<file path="src/rtl/cpls_pkg.sv">
package cpls_pkg;
  localparam int INSTR_W  = 32;
  localparam int WIDE_BIT = 22;
  localparam int IDX_LSB  = 12;
  localparam int IDX_FLD  = 4;
  localparam logic [1:0] CNT_FIRST = 2'd0;
  localparam logic [1:0] CNT_SECOND = 2'd1;
  localparam logic [1:0] CNT_SPENT = 2'd2;
endpackage

</file>
<file path="src/rtl/cpls_beat_ctr.sv">
module cpls_beat_ctr
  import cpls_pkg::*;
(
  input  logic       clk,
  input  logic       rst_n,
  input  logic       clear,
  input  logic       advance,
  input  logic       wide,
  output logic [1:0] cnt
);
  logic [1:0] cnt_d;
  logic       cnt_en;

  always_comb begin
    cnt_en = clear | advance;
    cnt_d  = cnt;
    if (clear)
      cnt_d = CNT_FIRST;
    else if (advance)
      cnt_d = wide ? cnt + 2'd1 : CNT_SPENT;
  end

  always_ff @(posedge clk or negedge rst_n) begin
    if (!rst_n)
      cnt <= CNT_FIRST;
    else if (cnt_en)
      cnt <= cnt_d;
  end

  assert_ctr_range_R9: assert property (@(posedge clk) disable iff (!rst_n)
    cnt != 2'd3);
  assert_clear_zero_R3: assert property (@(posedge clk) disable iff (!rst_n)
    clear |=> cnt == CNT_FIRST);
  assert_single_spent_R9: assert property (@(posedge clk) disable iff (!rst_n)
    (advance && !wide && !clear) |=> cnt == CNT_SPENT);
endmodule

</file>
<file path="src/rtl/cpls_lane_map.sv">
module cpls_lane_map #(
  parameter int WORD_W = 32
) (
  input  logic                wide,
  input  logic                first,
  input  logic                big_endian,
  input  logic                is_int,
  input  logic                is_load,
  input  logic                accept,
  input  logic [WORD_W-1:0]   wdata,
  input  logic [2*WORD_W-1:0] row,
  output logic                wr_hi_en,
  output logic                wr_lo_en,
  output logic [WORD_W-1:0]   wr_hi_data,
  output logic [WORD_W-1:0]   wr_lo_data,
  output logic [WORD_W-1:0]   rdata
);
  logic hi_sel;
  logic sext;

  always_comb begin
    if (wide)
      hi_sel = big_endian ? first : !first;
    else
      hi_sel = !is_int;
    sext = !wide && is_int;

    wr_hi_en   = accept && is_load && (hi_sel || sext);
    wr_lo_en   = accept && is_load && (!hi_sel);
    wr_lo_data = wdata;
    wr_hi_data = sext ? {WORD_W{wdata[WORD_W-1]}} : wdata;

    rdata = '0;
    if (accept && !is_load)
      rdata = hi_sel ? row[2*WORD_W-1:WORD_W] : row[WORD_W-1:0];
  end
endmodule

</file>
<file path="src/rtl/cpls_regfile.sv">
module cpls_regfile #(
  parameter int NUM_REGS = 16,
  parameter int WORD_W   = 32,
  localparam int IDX_W   = $clog2(NUM_REGS)
) (
  input  logic                clk,
  input  logic                rst_n,
  input  logic [IDX_W-1:0]    idx,
  input  logic                wr_hi_en,
  input  logic                wr_lo_en,
  input  logic [WORD_W-1:0]   wr_hi_data,
  input  logic [WORD_W-1:0]   wr_lo_data,
  output logic [2*WORD_W-1:0] row
);
  logic [NUM_REGS-1:0][2*WORD_W-1:0] mem;
  logic [NUM_REGS-1:0][2*WORD_W-1:0] mem_d;
  logic [NUM_REGS-1:0]               row_en;

  for (genvar g = 0; g < NUM_REGS; g++) begin : g_row
    always_comb begin
      row_en[g] = (idx == IDX_W'(g)) && (wr_hi_en || wr_lo_en);
      mem_d[g]  = mem[g];
      if (wr_hi_en) mem_d[g][2*WORD_W-1:WORD_W] = wr_hi_data;
      if (wr_lo_en) mem_d[g][WORD_W-1:0]        = wr_lo_data;
    end

    always_ff @(posedge clk or negedge rst_n) begin
      if (!rst_n)
        mem[g] <= '0;
      else if (row_en[g])
        mem[g] <= mem_d[g];
    end
  end

  assign row = mem[idx];

  assert_no_write_hold_R8: assert property (@(posedge clk) disable iff (!rst_n)
    (!wr_hi_en && !wr_lo_en) |=> $stable(mem));
endmodule

</file>
<file path="src/rtl/cpls_seq.sv">
module cpls_seq
  import cpls_pkg::*;
#(
  parameter int NUM_REGS = 16,
  parameter int WORD_W   = 32,
  localparam int IDX_W   = $clog2(NUM_REGS)
) (
  input  logic               clk,
  input  logic               rst_n,
  input  logic               ctl_strobe,
  input  logic               beat_valid,
  input  logic [INSTR_W-1:0] instr,
  input  logic               is_load,
  input  logic               is_int,
  input  logic               big_endian,
  input  logic [WORD_W-1:0]  wdata,
  output logic [WORD_W-1:0]  rdata,
  output logic               resp_inc,
  output logic               resp_done
);
  logic [1:0]          cnt;
  logic                wide;
  logic                first;
  logic                accept;
  logic [IDX_W-1:0]    idx;
  logic                wr_hi_en;
  logic                wr_lo_en;
  logic [WORD_W-1:0]   wr_hi_data;
  logic [WORD_W-1:0]   wr_lo_data;
  logic [2*WORD_W-1:0] row;

  always_comb begin
    wide      = instr[WIDE_BIT];
    idx       = instr[IDX_LSB +: IDX_W];
    first     = (cnt == CNT_FIRST);
    accept    = beat_valid && !ctl_strobe && (cnt != CNT_SPENT);
    resp_inc  = accept && wide && first;
    resp_done = ctl_strobe || (accept && !(wide && first));
  end

  cpls_beat_ctr u_ctr (
    .clk     (clk),
    .rst_n   (rst_n),
    .clear   (ctl_strobe),
    .advance (accept),
    .wide    (wide),
    .cnt     (cnt)
  );

  cpls_lane_map #(.WORD_W(WORD_W)) u_lane (
    .wide       (wide),
    .first      (first),
    .big_endian (big_endian),
    .is_int     (is_int),
    .is_load    (is_load),
    .accept     (accept),
    .wdata      (wdata),
    .row        (row),
    .wr_hi_en   (wr_hi_en),
    .wr_lo_en   (wr_lo_en),
    .wr_hi_data (wr_hi_data),
    .wr_lo_data (wr_lo_data),
    .rdata      (rdata)
  );

  cpls_regfile #(.NUM_REGS(NUM_REGS), .WORD_W(WORD_W)) u_rf (
    .clk        (clk),
    .rst_n      (rst_n),
    .idx        (idx),
    .wr_hi_en   (wr_hi_en),
    .wr_lo_en   (wr_lo_en),
    .wr_hi_data (wr_hi_data),
    .wr_lo_data (wr_lo_data),
    .row        (row)
  );

  assert_inc_done_excl_R4: assert property (@(posedge clk) disable iff (!rst_n)
    !(resp_inc && resp_done));
  assert_pair_completes_R4: assert property (@(posedge clk) disable iff (!rst_n)
    ($past(resp_inc) && beat_valid && !ctl_strobe && wide) |-> (resp_done && !resp_inc));
  assert_rdata_idle_R10: assert property (@(posedge clk) disable iff (!rst_n)
    (!beat_valid || is_load || ctl_strobe) |-> rdata == '0);
  assert_sext_pair_R7: assert property (@(posedge clk) disable iff (!rst_n)
    (wr_hi_en && wr_lo_en) |-> wr_hi_data == {WORD_W{wr_lo_data[WORD_W-1]}});
endmodule

</file>
<file path="config.mk">
export PLATFORM = sky130hd
export DESIGN_NAME = cpls_seq
export DESIGN_NICKNAME = d
export VERILOG_FILES = /design/src/rtl/cpls_pkg.sv /design/src/rtl/cpls_beat_ctr.sv /design/src/rtl/cpls_lane_map.sv /design/src/rtl/cpls_regfile.sv /design/src/rtl/cpls_seq.sv
export SDC_FILE = /design/constraint.sdc
export NUM_CORES = 1
export LEC_CHECK = 0
export BUFFER_PORTS_ARGS = -buffer_cell sky130_fd_sc_hd__buf_2
export CAP_MARGIN = 20
export CORE_MARGIN = 2
export CORE_UTILIZATION = 50
export CTS_CLUSTER_SIZE = 30
export DETAILED_ROUTE_END_ITERATION = 12
export MAX_ROUTING_LAYER = met4
export PLACE_DENSITY = 0.72
export SYNTH_ARGS = -nofsm -noshare
export SYNTH_HDL_FRONTEND = slang
export SYNTH_SLANG_ARGS = --single-unit
</file>
<file path="constraint.sdc">
create_clock -name clk -period 5.2 [get_ports clk]
set_input_delay 0.78 -clock clk [delete_from_list [all_inputs] [get_ports clk]]
set_output_delay 0.78 -clock clk [all_outputs]
set_load 0.02 [all_outputs]
</file>
==> results by group <==
Clocking
  – H-tree depth: 3
  – Setup Buffers After CTS: 0
  – Max Buffers Root-to-Sink: 3
  – CTS buffer count: 103
  – Post-CTS Resized: 0
  – Root Buffer: clkbuf_16
  – CTS tree: built
  – Worst-Skew Late Latency: 0.67 ns
  – Num Clock Sinks: 1026
  – Worst-path clk slew: 0.06 ns
  – CTS Hold Bufs: 0

Placement
  – Cell Area, Placed: 0.0487 sq mm
  – RePlAce Congestion: 0.800
  – Pre-CTS setup slack: 0.990 ns
  – HPWL Detailed: 71400 um
  – Port bufs: 77

Timing
  – Fin crit period: 4.40 ns
  – Final hold vios: 0
  – Least-Margin Pin Slew: 1.15 ns
  – Setup_tns: 0 ns
  – Skew final: 0.0182 ns
  – Final Worst Setup Slack: 0.801 ns
  – Final Cycle Share: 0.846
  – RSZ-0062 raised after global routing: false
  – Fmax: 227 MHz
  – Final Hold Slack: 0.186 ns
  – Slew Limit Fails: 0
  – # setup viols final: 0
  – Slew headroom: 0.230

Die
  – DIE AREA: 0.0963 sq mm
  – Die Span Y: 310 um
  – Cell row count: 112
  – Core ar.: 0.0932 sq mm
  – I/O Pins: 105
  – Initial core utilization: 0.503
  – Die span in x: 310 um

Synth
  – Ys flop type: dfrtp_1
  – Flops & latches, synth: 1026
  – Dominant cell type by area after synthesis: dfrtp_1
  – Cells after Synth: 3066
  – Yosys synthesis warning count: 0
  – Largest cells by area after synthesis: dfrtp_1, mux2_2, mux4_2
  – Post-synth net total: 3139
  – EDFF count, synth: 0
  – Synth top area share: 0.547
  – Syn Std Cell Area: 0.0469 sq mm
  – Most frequent cells after synthesis: mux2_2, dfrtp_1, mux4_2, nand2_1, clkbuf_1
  – Seq/Total Area, Yosys: 0.547
  – Syn Area/Cell: 15.3 sq um
  – Most frequent cell after synthesis: mux2_2
  – Synth cell types: 32
  – Asr flop ratio synth: 1.00

Layout
  – Register area: 0.0257 sq mm
  – Final Instance Area: 0.0523 sq mm
  – Final core occ: 0.561
  – Area Overhead vs Synth: 11.5%
  – Fill cells: 7167
  – Area of the multi-input gates: 0.0202 sq mm
  – Nets: 3134
  – Layout cells sized above 1: 0.530

Drt
  – DRT Pass-1 Iters: 6
  – Drt wl/cell: 26.9 um
  – Final WL: 119000 um
  – Vias: 27400
  – Top sig layer: met4
  – Met2 WL: 57800 um
  – Final ANT Viol Nets: 0
  – WL met3: 6860 um
  – Via density: 6.22
  – Wl on met1: 50600 um
  – 1st-iter DRT viols: 2194
  – # DRC: 0

Setup path
  – Worst R2R Setup Slack: 1.82 ns
  – Crit Path Category: register to output pin
  – WP data required: 4.42 ns
  – Crit path max fanout: 22
  – R2r endpoint: u_rf.mem[568]
  – Setup crit end kind: output pin
  – CP Launch Type: register
  – Arrival time at the worst endpoint: 3.62 ns
  – Reg2reg path depth: 6
  – Worst reg2reg startpoint: u_ctr.cnt[0]

Power and ir drop
  – Max VDD drop: 0.332 mV
  – Leakage: 25.6 nW
  – PwrDens: 359 mW/mm^2

Global route
  – First-pass GRT wire length: 183000 um
  – Gr usage total: 0.260
  – Grt total ovfl: 0
  – Initial antenna violation count: 10
  – Via count of the first global-routing pass: 30000
  – Largest net degree at the start of global routing: 157

Job
  – Max_cap viols: 0

Run status
  – Outcome: completed

Worst hold path
  – HP Class: primary input to asynchronous set/reset pin
## placed cells by master, fill, tap and decap left out, types with 25 or more instances in the layout
cell type and instances:
and3_1 32, buf_2 72, nand2_1 128, mux2i_1 64
mux2_2 1095, mux2_1 57, clkbuf_16 106, clkinv_2 25
dfrtp_1 1026, mux4_2 192, o2111ai_1 64, a22oi_1 64
buf_4 72
## registers in the layout (all words and copies together) (netlist names)
register	flops
u_ctr.cnt	2
u_rf.mem	1024
## metal layers
layer / vias up / GRT usage
li1: 11400 / -
met1: 15000 / 0.341
met2: 783 / 0.412
met3: 207 / 0.0499
met4: 0 / 0.0828
met5: - / -
## per-stage QoR
stage	std cells	power (mW)
after floorplan	3066	10.5
after global placement	4208	11.1
after CTS	4400	18.9
after detailed placement	4208	11.3
after global routing	4411	19.5
final	4412	18.8
## area by class of cell
type / instances / area share
Clock buffer: 147 / 0.0579
Clock inverter: 45 / 0.00897
Tap cell: 1254 / 0.0300
Timing Repair Buffer: 165 / 0.0249
Sequential cell: 1026 / 0.491
Antenna cell: 10 / 0.000479
Multi-Input combinational cell: 1761 / 0.386
Inverter: 4 / 0.000335
## power by group
part	total, mW	switching (mW)	leakage [nW]	internal, mW
registers	9.11	0.374	14.0	8.73
logic	2.07	1.01	9.87	1.06
clock network	7.59	3.14	1.72	4.45
total	18.8	4.53	25.6	14.2
## critical path: stages (launching register included)
cell and delay (ns):
dfrtp_1 0.38, inv_1 0.10, ha_1 0.20, xor2_1 0.45, a21bo_2 0.59, buf_4 0.45
o2111ai_1 0.28, and3_1 0.31, buf_2 0.18
## how the worst max path moves through the flow
| stage | depth (start not counted) | end | slack [ns] | startpoint |
|---|---|---|---|---|
| after global placement | 7 | rdata[14] | 1.04 | instr[22] |
| after CTS | 8 | rdata[4] | 0.86 | u_ctr.cnt[1] |
| after floorplan | 7 | rdata[12] | 1.98 | instr[13] |
| after detailed placement | 7 | rdata[14] | 0.99 | instr[22] |
| final | 8 | rdata[4] | 0.80 | u_ctr.cnt[0] |
| after global routing | 8 | rdata[4] | 0.79 | u_ctr.cnt[0] |
## kinds of logic after synthesis
family | count (synthesis) | synth area share
mux | 1408 | 0.382
flops | 1026 | 0.547
buf+inv | 279 | 0.0250
simple gates | 213 | 0.0210
compound gates | 137 | 0.0236
fa+ha+maj | 2 | 0.000533
xor+xnor | 1 | 0.000187
Power figures use the tool's default switching activity.
